[config.mk]
export PLATFORM = sky130hd
export DESIGN_NAME = spi_cmd_queue
export DESIGN_NICKNAME = d
export VERILOG_FILES = /design/src/rtl/spi_q_pkg.sv /design/src/rtl/spi_q_regfile.sv /design/src/rtl/spi_q_divider.sv /design/src/rtl/spi_q_shifter.sv /design/src/rtl/spi_cmd_queue.sv
export SDC_FILE = /design/constraint.sdc
export NUM_CORES = 1
export LEC_CHECK = 0
export BUFFER_PORTS_ARGS = -buffer_cell sky130_fd_sc_hd__buf_4
export CORE_MARGIN = 1.5
export CORE_UTILIZATION = 49
export CTS_CLUSTER_SIZE = 10
export DETAILED_ROUTE_END_ITERATION = 10
export PLACE_DENSITY = 0.65
export SYNTH_ARGS = -nofsm -noshare
export SYNTH_HDL_FRONTEND = slang
export SYNTH_SLANG_ARGS = --single-unit
[constraint.sdc]
create_clock -name clk -period 6.4 [get_ports clk]
set_clock_uncertainty 0.15 [all_clocks]
set_input_delay 1.6 -clock clk [delete_from_list [all_inputs] [get_ports clk]]
set_output_delay 1.6 -clock clk [all_outputs]
set_load 0.01 [all_outputs]
[src/rtl/spi_q_pkg.sv]
package spi_q_pkg;
    typedef enum logic [1:0] {
        ST_IDLE  = 2'd0,
        ST_LOAD  = 2'd1,
        ST_SHIFT = 2'd2,
        ST_STORE = 2'd3
    } sq_state_t;

    localparam logic [1:0] SEL_TX  = 2'd0;
    localparam logic [1:0] SEL_CMD = 2'd1;
    localparam logic [1:0] SEL_PTR = 2'd2;
endpackage

[src/rtl/spi_q_regfile.sv]
module spi_q_regfile #(
    parameter int W     = 8,
    parameter int DEPTH = 16,
    localparam int AW   = $clog2(DEPTH)
) (
    input  logic          clk,
    input  logic          rst_n,
    input  logic          we,
    input  logic [AW-1:0] waddr,
    input  logic [W-1:0]  wdata,
    input  logic [AW-1:0] raddr,
    output logic [W-1:0]  rdata
);
    logic [W-1:0] mem [DEPTH];

    always_ff @(posedge clk or negedge rst_n) begin
        if (!rst_n) begin
            for (int i = 0; i < DEPTH; i++) mem[i] <= '0;
        end else if (we) begin
            mem[waddr] <= wdata;
        end
    end

    assign rdata = mem[raddr];
endmodule

[src/rtl/spi_q_divider.sv]
module spi_q_divider #(
    parameter int DIVW = 8
) (
    input  logic            clk,
    input  logic            rst_n,
    input  logic            run,
    input  logic [DIVW-1:0] div,
    output logic            tick
);
    logic [DIVW-1:0] cnt;

    assign tick = run && (cnt == div - 1'b1);

    always_ff @(posedge clk or negedge rst_n) begin
        if (!rst_n)             cnt <= '0;
        else if (!run || tick)  cnt <= '0;
        else                    cnt <= cnt + 1'b1;
    end
endmodule

[src/rtl/spi_q_shifter.sv]
module spi_q_shifter #(
    parameter int DW = 8
) (
    input  logic          clk,
    input  logic          rst_n,
    input  logic          load,
    input  logic [DW-1:0] load_word,
    input  logic          step,
    input  logic          lead,
    input  logic          first,
    input  logic          cpha,
    input  logic          miso,
    output logic          mosi,
    output logic [DW-1:0] rx_word
);
    logic [DW-1:0] sr;

    assign mosi = sr[DW-1];

    always_ff @(posedge clk or negedge rst_n) begin
        if (!rst_n) begin
            sr      <= '0;
            rx_word <= '0;
        end else if (load) begin
            sr      <= load_word;
            rx_word <= '0;
        end else if (step) begin
            if (lead) begin
                if (!cpha)       rx_word <= {rx_word[DW-2:0], miso};
                else if (!first) sr      <= {sr[DW-2:0], 1'b0};
            end else begin
                if (!cpha)       sr      <= {sr[DW-2:0], 1'b0};
                else             rx_word <= {rx_word[DW-2:0], miso};
            end
        end
    end
endmodule

[src/rtl/spi_cmd_queue.sv]
module spi_cmd_queue
    import spi_q_pkg::*;
#(
    parameter int DW     = 8,
    parameter int QDEPTH = 16,
    parameter int CSW    = 4,
    parameter int DIVW   = 8,
    parameter int WRW    = 16,
    localparam int AW    = $clog2(QDEPTH),
    localparam int EW    = $clog2(2 * DW),
    localparam int CMDW  = CSW + 1,
    localparam int USEDW = (DW > CMDW) ? ((DW > 2 * AW) ? DW : 2 * AW)
                                       : ((CMDW > 2 * AW) ? CMDW : 2 * AW)
) (
    input  logic            clk,
    input  logic            rst_n,
    input  logic            wr_en,
    input  logic [1:0]      wr_sel,
    input  logic [AW-1:0]   wr_addr,
    input  logic [WRW-1:0]  wr_data,
    input  logic            start,
    input  logic            cpol,
    input  logic            cpha,
    input  logic [DIVW-1:0] div,
    input  logic [CSW-1:0]  cs_idle,
    input  logic            miso,
    input  logic [AW-1:0]   rd_addr,
    output logic [DW-1:0]   rd_data,
    output logic            busy,
    output logic            done,
    output logic            sck,
    output logic [CSW-1:0]  cs,
    output logic            mosi
);
    sq_state_t      state_q, state_d;
    logic [AW-1:0]  ptr_q, sp_q, ep_q;
    logic [EW-1:0]  edge_cnt;
    logic           sck_q, done_q;
    logic           tick, launch, last_edge, at_end, store_we;
    logic [DW-1:0]  tx_word, rx_word;
    logic [CMDW-1:0] cmd_word;

    // Bits of the host word above every field are dropped here.
    generate
        if (WRW > USEDW) begin : g_wr_hi
            logic unused_wr_hi;
            assign unused_wr_hi = ^wr_data[WRW-1:USEDW];
        end
    endgenerate

    spi_q_regfile #(.W(DW), .DEPTH(QDEPTH)) u_tx_mem (
        .clk(clk), .rst_n(rst_n),
        .we(wr_en && wr_sel == SEL_TX), .waddr(wr_addr),
        .wdata(wr_data[DW-1:0]), .raddr(ptr_q), .rdata(tx_word)
    );

    spi_q_regfile #(.W(CMDW), .DEPTH(QDEPTH)) u_cmd_mem (
        .clk(clk), .rst_n(rst_n),
        .we(wr_en && wr_sel == SEL_CMD), .waddr(wr_addr),
        .wdata(wr_data[CMDW-1:0]), .raddr(ptr_q), .rdata(cmd_word)
    );

    spi_q_regfile #(.W(DW), .DEPTH(QDEPTH)) u_rx_mem (
        .clk(clk), .rst_n(rst_n),
        .we(store_we), .waddr(ptr_q),
        .wdata(rx_word), .raddr(rd_addr), .rdata(rd_data)
    );

    spi_q_divider #(.DIVW(DIVW)) u_div (
        .clk(clk), .rst_n(rst_n),
        .run(state_q == ST_LOAD || state_q == ST_SHIFT),
        .div(div), .tick(tick)
    );

    spi_q_shifter #(.DW(DW)) u_shift (
        .clk(clk), .rst_n(rst_n),
        .load(state_q == ST_LOAD), .load_word(tx_word),
        .step(state_q == ST_SHIFT && tick),
        .lead(!edge_cnt[0]), .first(edge_cnt == '0),
        .cpha(cpha), .miso(miso), .mosi(mosi), .rx_word(rx_word)
    );

    assign launch    = start && (div >= DIVW'(2)) && (sp_q <= ep_q);
    assign last_edge = (edge_cnt == EW'(2 * DW - 1));
    assign at_end    = (ptr_q == ep_q);

    // Next-state logic
    always_comb begin
        state_d = state_q;
        unique case (state_q)
            ST_IDLE:  if (launch) state_d = ST_LOAD;
            ST_LOAD:  if (tick && edge_cnt[0]) state_d = ST_SHIFT;
            ST_SHIFT: if (tick && last_edge) state_d = ST_STORE;
            ST_STORE: state_d = at_end ? ST_IDLE : ST_LOAD;
            default:  state_d = ST_IDLE;
        endcase
    end

    // State register
    always_ff @(posedge clk or negedge rst_n) begin
        if (!rst_n) state_q <= ST_IDLE;
        else        state_q <= state_d;
    end

    // Queue pointers, edge counter, clock level, completion flag
    always_ff @(posedge clk or negedge rst_n) begin
        if (!rst_n) begin
            sp_q     <= '0;
            ep_q     <= '0;
            ptr_q    <= '0;
            edge_cnt <= '0;
            sck_q    <= 1'b0;
            done_q   <= 1'b0;
        end else begin
            if (wr_en && wr_sel == SEL_PTR) begin
                sp_q <= wr_data[AW-1:0];
                ep_q <= wr_data[2*AW-1:AW];
            end
            unique case (state_q)
                ST_IDLE: begin
                    sck_q    <= cpol;
                    edge_cnt <= '0;
                    if (launch) begin
                        ptr_q  <= sp_q;
                        done_q <= 1'b0;
                    end
                end
                ST_LOAD: begin
                    sck_q <= cpol;
                    if (tick) edge_cnt <= edge_cnt[0] ? '0 : edge_cnt + 1'b1;
                end
                ST_SHIFT: begin
                    if (tick) begin
                        sck_q    <= ~sck_q;
                        edge_cnt <= last_edge ? '0 : edge_cnt + 1'b1;
                    end
                end
                ST_STORE: begin
                    edge_cnt <= '0;
                    if (at_end) done_q <= 1'b1;
                    else        ptr_q  <= ptr_q + 1'b1;
                end
                default: edge_cnt <= '0;
            endcase
        end
    end

    // Outputs
    always_comb begin
        busy     = (state_q != ST_IDLE);
        done     = done_q;
        sck      = (state_q == ST_SHIFT) ? sck_q : cpol;
        cs       = (state_q == ST_IDLE) ? cs_idle : cmd_word[CSW-1:0];
        store_we = (state_q == ST_STORE) && !cmd_word[CSW];
    end
endmodule

# == After elaboration in Yosys (flattened, before gate mapping) ==
# Index checks and enable logic that the tools add are counted.
# op_classes
n_addsub,4
n_lt_le_gt_ge,7
muxes,50
n_bitwise,4
eq_ne,19
reduce_logical,33
# op_table
op,count
$bwmux W128,2
$mux W8,18
$bwmux W80,1
$bmux W8 S4,2
$demux W8 S4,2
$mux W4,7
$bmux W5 S4,1
$demux W5 S4,1
$ge A5 B5 Y1 const B,3
$mux W5,3
$not A4 Y5,3
$ne A2 B2 Y1 const B,7
$logic_and A1 B1 Y1,12
$pmux W4 S3,1
$reduce_and A3 Y1,4
$lt A5 B1 Y1 const B,2
$ne A3 B2 Y1 const B,3
$add A4 B1 Y4 const B,2
$add A8 B1 Y8 const B,1
$eq A8 B8 Y1,1
$ge A8 B2 Y1 const B,1
$pmux W2 S4,1
$pmux W4 S2,1
$reduce_bool A2 Y1,4
other kinds (19),34
# totals
out_inout_bits,16
ff_bits,380

# == Logic depth before layout (Yosys ltp) ==
# Gate-level depths: netlist of the first run.
# depth
word_depth,6
mapped_depth,9
depth_no_buf,8

# == Hierarchy ==
# From an unflattened synthesis of the first run, not the netlist that was laid out.
# hier_totals
cells_unflattened,1267
area_unflattened_um2,18440.2
# modules_own_cells
mod,area_each_um2,instances,cells_per_inst,seq_area_each_um2
spi_q_regfile (u_rx_mem ...),5915.7,2,365,3203.1
spi_q_regfile (u_cmd_mem),3684.8,1,241,2001.9
spi_cmd_queue,1467.7,1,156,500.5
spi_q_shifter,754.5,1,63,400.4
spi_q_divider,701.9,1,77,200.2

# == Least setup slack after synthesis of the first run ==
# Ideal clock, no wire load.
# synth_path
path_type,input to output
from,in rd_addr[0]
to,out rd_data[0]
stages,4
arrival_ns,3.418
path_buffers,2
t_required_ns,4.650
setup_slack_ns,1.232
path_cell_list,clkbuf_1 > buf_1 > mux4_2 > mux4_2
# synth_via
elab_chain_len,4
# synth_lines
element,line,rtl
start: declaration,spi_cmd_queue.sv:27,"input logic [AW-1:0] rd_addr,"
$not A4 Y5 (implied by the code),spi_q_regfile.sv:24,assign rdata = mem[raddr];
$bmux W8 S4,spi_q_regfile.sv:24,
$mux W8 (implied by the code) (2 in a row),spi_q_regfile.sv:24,
end: declaration,spi_cmd_queue.sv:28,"output logic [DW-1:0] rd_data,"
# No other way between the ends. The select of a mux whose other input is x is not followed.

# == Worst setup path after layout of the first run ==
# layout_path
from,in rd_addr[0]
to,out rd_data[2]
# Same word-level chain as after synthesis.

==> results of run 1 <==
power by group through the flow:
stage,registers (W),clock network [W],logic (W)
floorplan,0.00279,0,0.000984
global placement,0.00293,0,0.00121
detailed placement,0.00294,0,0.00122
CTS,0.00289,0.00229,0.00123
global route,0.00294,0.00238,0.00132
finish,0.00289,0.00222,0.00121
path summary, 6_finish.rpt:
path,start,slack (ns),depth (start not counted),end
setup / recovery,rd_addr[0],1.20,4,rd_data[2]
setup reg to reg,ptr_q[0]$_DFFE_PN0P_,2.85,5,u_rx_mem.mem[57]$_DFFE_PN0P_
hold reg to reg,u_tx_mem.mem[107]$_DFFE_PN0P_,0.35,1,u_tx_mem.mem[107]$_DFFE_PN0P_
min in group asynchronous,rst_n,0.99,1,u_div.cnt[6]$_DFF_PN0_
max in group asynchronous,rst_n,3.83,2,u_tx_mem.mem[45]$_DFFE_PN0P_
hold / removal,u_tx_mem.mem[107]$_DFFE_PN0P_,0.35,1,u_tx_mem.mem[107]$_DFFE_PN0P_
metal layers:
| layer | vias up | routed length (um) |
|---|---|---|
| met5 | - | 0 |
| met4 | 0 | 860 |
| met3 | 60 | 1510 |
| met2 | 144 | 18600 |
| met1 | 5319 | 17800 |
| li1 | 4448 | - |
cell type report:
class	count	area, um2	area share, %
clock buffers	55	1180	5.96
clock inverters	4	30.0	0.151
inverters	22	82.6	0.416
multi-input cells	713	7990	40.3
flip-flops and latches	380	9510	47.9
well taps	461	577	2.91
repair buffers	58	468	2.36
synthesized netlist by cell type, types with 2 or more instances:
cell and n:
a21oi_1 18, a221oi_1 2, a41oi_1 2, and2_1 17, and3_1 5, buf_1 7
buf_2 6, clkbuf_1 67, clkinv_1 2, dfrtp_1 380, ha_1 18, inv_1 20
mux2_2 345, mux2i_1 19, mux4_2 104, nand2_1 33, nand2b_1 6, nand3_1 16
nand3b_1 2, nor2_1 46, nor2b_1 4, nor3_1 10, nor4_1 4, nor4_4 2
nor4b_1 2, o211ai_1 3, o21ai_0 5, o21ai_1 2, o31ai_1 3, or3_1 3
or4b_2 2, xnor2_1 6, xor2_1 13
sequential cells by signal (all words and copies together) (netlist names):
| register | cells |
|---|---|
| u_rx_mem.mem | 128 |
| u_shift.rx_word | 8 |
| u_tx_mem.mem | 128 |
| ptr_q | 4 |
| u_shift.sr | 8 |
| ep_q | 4 |
| u_div.cnt | 8 |
| sp_q | 4 |
| done | 1 |
| edge_cnt | 4 |
| sck_q | 1 |
| u_cmd_mem.mem | 80 |
| state_q | 2 |
per-stage QoR:
| stage | cell area [um2] | instances | total power, W | setup slack (ns) |
|---|---|---|---|---|
| after floorplan | 17900 | 1195 | 0.00377 | 1.23 |
| after global placement | 18600 | 1634 | 0.00413 | 1.16 |
| after detailed placement | 18600 | 1634 | 0.00416 | 1.15 |
| after CTS | 19800 | 1693 | 0.00641 | 1.15 |
| after global routing | 19800 | 1693 | 0.00664 | 1.10 |
| final | 19800 | 1693 | 0.00632 | 1.20 |
kinds of logic after synthesis:
| family | Yosys count | share of synthesized area (%) |
|---|---|---|
| AOI/OAI and AO/OA | 48 | 1.85 |
| xor gates and xnor gates | 20 | 1.06 |
| adders and majority gates | 18 | 1.26 |
| buffers and inverters | 102 | 2.18 |
| DFF | 380 | 53.1 |
| muxes | 468 | 35.9 |
| and+or+nand+nor | 159 | 4.63 |
layout by cell type, fill, tap and decap left out, types with 17 or more instances in the layout:
cell	count
and2_1	17
mux4_2	104
dfrtp_1	378
nor2_1	46
ha_1	18
mux2i_1	19
a21oi_1	18
mux2_2	345
inv_1	20
clkbuf_16	45
buf_4	55
nand2_1	33
==> impl_metrics.json, run 1 <==
{
  "p_comb_share_pct": 19.1,
  "routed-via-count": 9971,
  "crit_type": "primary input to primary output",
  "grtUsageMet1_pct": 30.5,
  "finalHoldViolations": 0,
  "grt_busiest_layer": "met2",
  "die_x_um": 194,
  "worst_pin_slew_ns": 1.12,
  "period_share_pct": 81.2,
  "gr-usage-met3_pct": 3.88,
  "status": "finished, violations left",
  "power_switching_share_pct": 27.4,
  "synth.distinct_cells": 54,
  "synth-edff-count": 0,
  "met2_usage_pct": 34.0,
  "cts_resized": 0,
  "setup_viol": 0,
  "synth_ff_type": "dfrtp_1",
  "period_minus_slack_ns": 5.20,
  "rsz0062_at_grt": "false",
  "violations": "design-rule violations",
  "grt_max_degree": 122,
  "dp_hpwl_mm": 24.0,
  "nFillCells": 2903,
  "clkPwrFrac_pct": 35.1,
  "wl_mm": 38.7,
  "critPathMaxFanout": 32,
  "async_flop_share_pct": 100,
  "syn_nets": 1258,
  "cpMaxStageDelayCell": "mux4_2",
  "dieArea_um2": 37700,
  "syn_inst": 1195,
  "pwr-share-seq_pct": 45.8,
  "grt_pass1_vias": 10580,
  "fin_tns_setup_ns": 0,
  "yosysWarnings": 0,
  "grt_overflow_total": 0,
  "cts_made_buffers": 45,
  "holdCritPathClass": "flip-flop to flip-flop",
  "io_buffers": 52,
  "cts.clk_slew.worst_paths_ns": 0.05,
  "critPathTopFamily": "multiplexers",
  "fp.dieH_um": 194,
  "drtAntennaViolNets": 0,
  "syn2layout_area_growth_pct": 10.9,
  "drv_slew": 0,
  "switchingPower_w": 0.00173,
  "row_count": 69,
  "root_buffer": "clkbuf_16",
  "cts_tree": "done",
  "initial_utilization_pct": 50.1,
  "cts_setup_buffers": 0,
  "arrival_ns": 3.45,
  "drt_iter0_markers": 510,
  "gp_congestion": 0.787,
  "ioPinCount": 61,
  "ctsHoldBuffers": 0,
  "ys_ff_latch": 380,
  "p_leak_nw": 9.16,
  "synthTopCellsByArea": "dfrtp_1, mux2_2, mux4_2",
  "drt-wirelength-per-cell_um": 22.9,
  "grtUsageTotal_pct": 21.5,
  "start_kind": "primary input",
  "whs_ns": 0.346,
  "end_kind": "primary output",
  "cp_cell_sequence": "buf_4, mux4_2, mux4_2, buf_4",
  "fmax_mhz": 192,
  "yosys.area.top_type": "dfrtp_1",
  "seq_area_frac_synth_pct": 53.1,
  "slew_headroom_pct": 25.3,
  "critical_path_required_ns": 4.65,
  "cp_num_buf_inv": 2,
  "firstDrtPassIters": 8,
  "placeableCoreArea_um2": 35700,
  "syn_avg_cell_area_um2": 15.0,
  "drive_gt1_share_pct": 46.2,
  "ir_worst_vdd_mv": 0.213,
  "clock_latency_ns": 0.56,
  "drc_errors": 5,
  "syn_area_um2": 17900,
  "nets": 1283,
  "cts.path.max_buffers": 3,
  "antenna_found_initial": 0,
  "h-tree-depth": 2,
  "drv_cap": 0,
  "power.density_nw_per_um2": 318,
  "intPower_w": 0.00459,
  "grt_pass1_wl_mm": 62.4,
  "cts_sinks": 380,
  "synthDominantCellAreaShare_pct": 53.1,
  "utilization_pct": 55.5,
  "cpPeakStageDelay_ns": 0.59,
  "vias_per_cell": 5.89,
  "n_antenna_cell": 0
}
(Power assumes the default switching activity.)
==> inputs of run 2 (changes only) <==
--- a/config.mk
+++ b/config.mk
@@ -10,7 +10,7 @@
 export CORE_UTILIZATION = 49
 export CTS_CLUSTER_SIZE = 10
 export DETAILED_ROUTE_END_ITERATION = 10
-export PLACE_DENSITY = 0.65
+export PLACE_DENSITY = 0.68
 export SYNTH_ARGS = -nofsm -noshare
 export SYNTH_HDL_FRONTEND = slang
 export SYNTH_SLANG_ARGS = --single-unit
==> constraint.sdc (replaced) <==
create_clock -name clk -period 4.5 [get_ports clk]
set_clock_uncertainty 0.15 [all_clocks]
set_input_delay 1.125 -clock clk [delete_from_list [all_inputs] [get_ports clk]]
set_output_delay 1.125 -clock clk [all_outputs]
set_load 0.01 [all_outputs]
==> run 2 against run 1 <==
The run still ends with design-rule violations left; critical path depth rose by 1; power rose by 42%; hold slack improved by 0.0024 ns; wire length fell by 2.6%; register-to-register slack got worse by 1.8 ns; clock power rose by 41%; global-route usage fell by 0.38 points; setup slack got worse by 0.76 ns; combinational power rose by 42%; via count rose by 0.58%; final area rose by 0.57%; critical endpoint is now rd_data[4]; largest power group unchanged; highest routed layer unchanged.
==> impl_metrics.json, run 2 (synthesis results as in run 1) <==
{
  "initial_utilization_pct": 50.1,
  "crit_type": "primary input to primary output",
  "r2r-start": "ptr_q[0]$_DFFE_PN0P_",
  "fmax_mhz": 247,
  "setup_viol": 0,
  "wl_mm": 37.7,
  "gr-usage-met3_pct": 3.06,
  "antenna_found_initial": 0,
  "drtAntennaViolNets": 0,
  "grt_overflow_total": 0,
  "drt_iter0_markers": 467,
  "fp.dieH_um": 194,
  "crit_cells": 5,
  "syn2layout_area_growth_pct": 11.6,
  "gp_congestion": 0.816,
  "r2r-end": "u_rx_mem.mem[24]$_DFFE_PN0P_",
  "die_x_um": 194,
  "vias_per_cell": 5.90,
  "cpPeakStageDelay_ns": 0.52,
  "intPower_w": 0.00654,
  "timing.final.ws_setup_ns": 0.444,
  "critPathMaxFanout": 12,
  "cts.clk_slew.worst_paths_ns": 0.05,
  "violations": "design-rule violations",
  "routed-via-count": 10029,
  "cts_sinks": 380,
  "dieArea_um2": 37700,
  "switchingPower_w": 0.00243,
  "ir_worst_vdd_mv": 0.403,
  "power_switching_share_pct": 27.0,
  "p_comb_share_pct": 19.2,
  "placed_area_um2": 18800,
  "rr_worst_depth": 5,
  "cts_resized": 0,
  "critical_path_required_ns": 3.22,
  "ctsHoldBuffers": 0,
  "largestRegisters": "u_rx_mem.mem x128, u_tx_mem.mem x128, u_cmd_mem.mem x80",
  "cts_made_buffers": 44,
  "root_buffer": "clkbuf_16",
  "grtUsageMet1_pct": 30.1,
  "holdCritPathClass": "flip-flop to flip-flop",
  "drv_slew": 0,
  "row_count": 69,
  "nets": 1295,
  "finalHoldViolations": 0,
  "critPathTopFamily": "multiplexers",
  "dp_hpwl_mm": 24.4,
  "cp_cell_sequence": "buf_4, buf_12, mux4_2, mux4_2, buf_4",
  "drc_errors": 5,
  "rsz0062_at_grt": "false",
  "cpMaxStageDelayCell": "mux4_2",
  "end_kind": "primary output",
  "cts.path.max_buffers": 3,
  "cp-startpoint": "rd_addr[0]",
  "arrival_ns": 2.78,
  "nFillCells": 2857,
  "ioPinCount": 61,
  "period_minus_slack_ns": 4.06,
  "met2_usage_pct": 34.0,
  "grtUsageTotal_pct": 21.1,
  "drive_gt1_share_pct": 46.8,
  "dp_slack_ns": 0.436,
  "grt_pass1_wl_mm": 62.0,
  "drv_cap": 0,
  "h-tree-depth": 2,
  "start_kind": "primary input",
  "cp_num_buf_inv": 3,
  "clock_latency_ns": 0.56,
  "pwr-share-seq_pct": 46.1,
  "fin_tns_setup_ns": 0,
  "reg2reg_slack_ns": 1.09,
  "drt-wirelength-per-cell_um": 22.2,
  "placeableCoreArea_um2": 35700,
  "grt_pass1_vias": 10654,
  "n_antenna_cell": 0,
  "clkPwrFrac_pct": 34.8,
  "layout_commonest_cell": "dfrtp_1",
  "period_share_pct": 90.1,
  "io_buffers": 52,
  "final_cell_mix": "dfrtp_1, mux2_2, mux4_2",
  "firstDrtPassIters": 9,
  "p_leak_nw": 9.23,
  "cts_setup_buffers": 0,
  "grt_max_degree": 103,
  "crit_path_end": "rd_data[4]",
  "final_cell_area_um2": 20000,
  "status": "finished, violations left",
  "power.density_nw_per_um2": 449,
  "cts_tree": "done",
  "worst_pin_slew_ns": 0.898,
  "grt_busiest_layer": "met2",
  "slew_headroom_pct": 40.1
}
## run 2: changes by cell type in the layout (fill, tap and decap cells not counted), moves of 2 or more
cell / delta
buf_4: +11
clkbuf_1: -3
buf_12: +2
inv_6: -2
## run 2: power groups by stage
stage	clock network (W)	registers (W)	logic, W
detailed placement	0	0.00419	0.00174
floorplan	0	0.00397	0.00140
CTS	0.00321	0.00413	0.00174
global route	0.00334	0.00419	0.00187
global placement	0	0.00417	0.00170
finish	0.00312	0.00413	0.00172
## run 2: metal layers
metal | vias up | wire length [um] | share of wire [%]
li1 | 4466 | - | -
met1 | 5353 | 17500 | 46
met2 | 153 | 18200 | 48
met3 | 57 | 1300 | 3.4
met4 | 0 | 683 | 1.8
met5 | - | 0 | 0
## run 2: per-stage QoR
step                util (%)  power [W]  instances  hold slack (ns)
floorplan                  -    0.00537       1195            0.324
global placement        52.5    0.00588       1647            0.332
CTS                     55.8    0.00908       1701            0.350
detailed placement      52.5    0.00593       1647            0.338
global route            55.8    0.00941       1701            0.355
finish                  55.8    0.00897       1701            0.349
## run 2: cell type report
class	count	area, um2	share of cell area, %
flip-flops and latches	380	9510	47.7
multi-input cells	713	7990	40.0
clock buffers	52	1180	5.93
repair buffers	71	591	2.96
well taps	461	577	2.89
inverters	22	82.6	0.414
clock inverters	2	21.3	0.107
## run 2: worst min-delay path by stage
stage / from / to / slack, ns / depth (start not counted)
floorplan: u_cmd_mem.mem[65]$_DFFE_PN0P_ / u_cmd_mem.mem[65]$_DFFE_PN0P_ / 0.32 / 1
global placement: u_tx_mem.mem[113]$_DFFE_PN0P_ / u_tx_mem.mem[113]$_DFFE_PN0P_ / 0.33 / 1
detailed placement: u_cmd_mem.mem[62]$_DFFE_PN0P_ / u_cmd_mem.mem[62]$_DFFE_PN0P_ / 0.34 / 1
CTS: u_cmd_mem.mem[64]$_DFFE_PN0P_ / u_cmd_mem.mem[64]$_DFFE_PN0P_ / 0.35 / 1
global route: u_cmd_mem.mem[62]$_DFFE_PN0P_ / u_cmd_mem.mem[62]$_DFFE_PN0P_ / 0.35 / 1
finish: u_rx_mem.mem[96]$_DFFE_PN0P_ / u_rx_mem.mem[96]$_DFFE_PN0P_ / 0.35 / 1
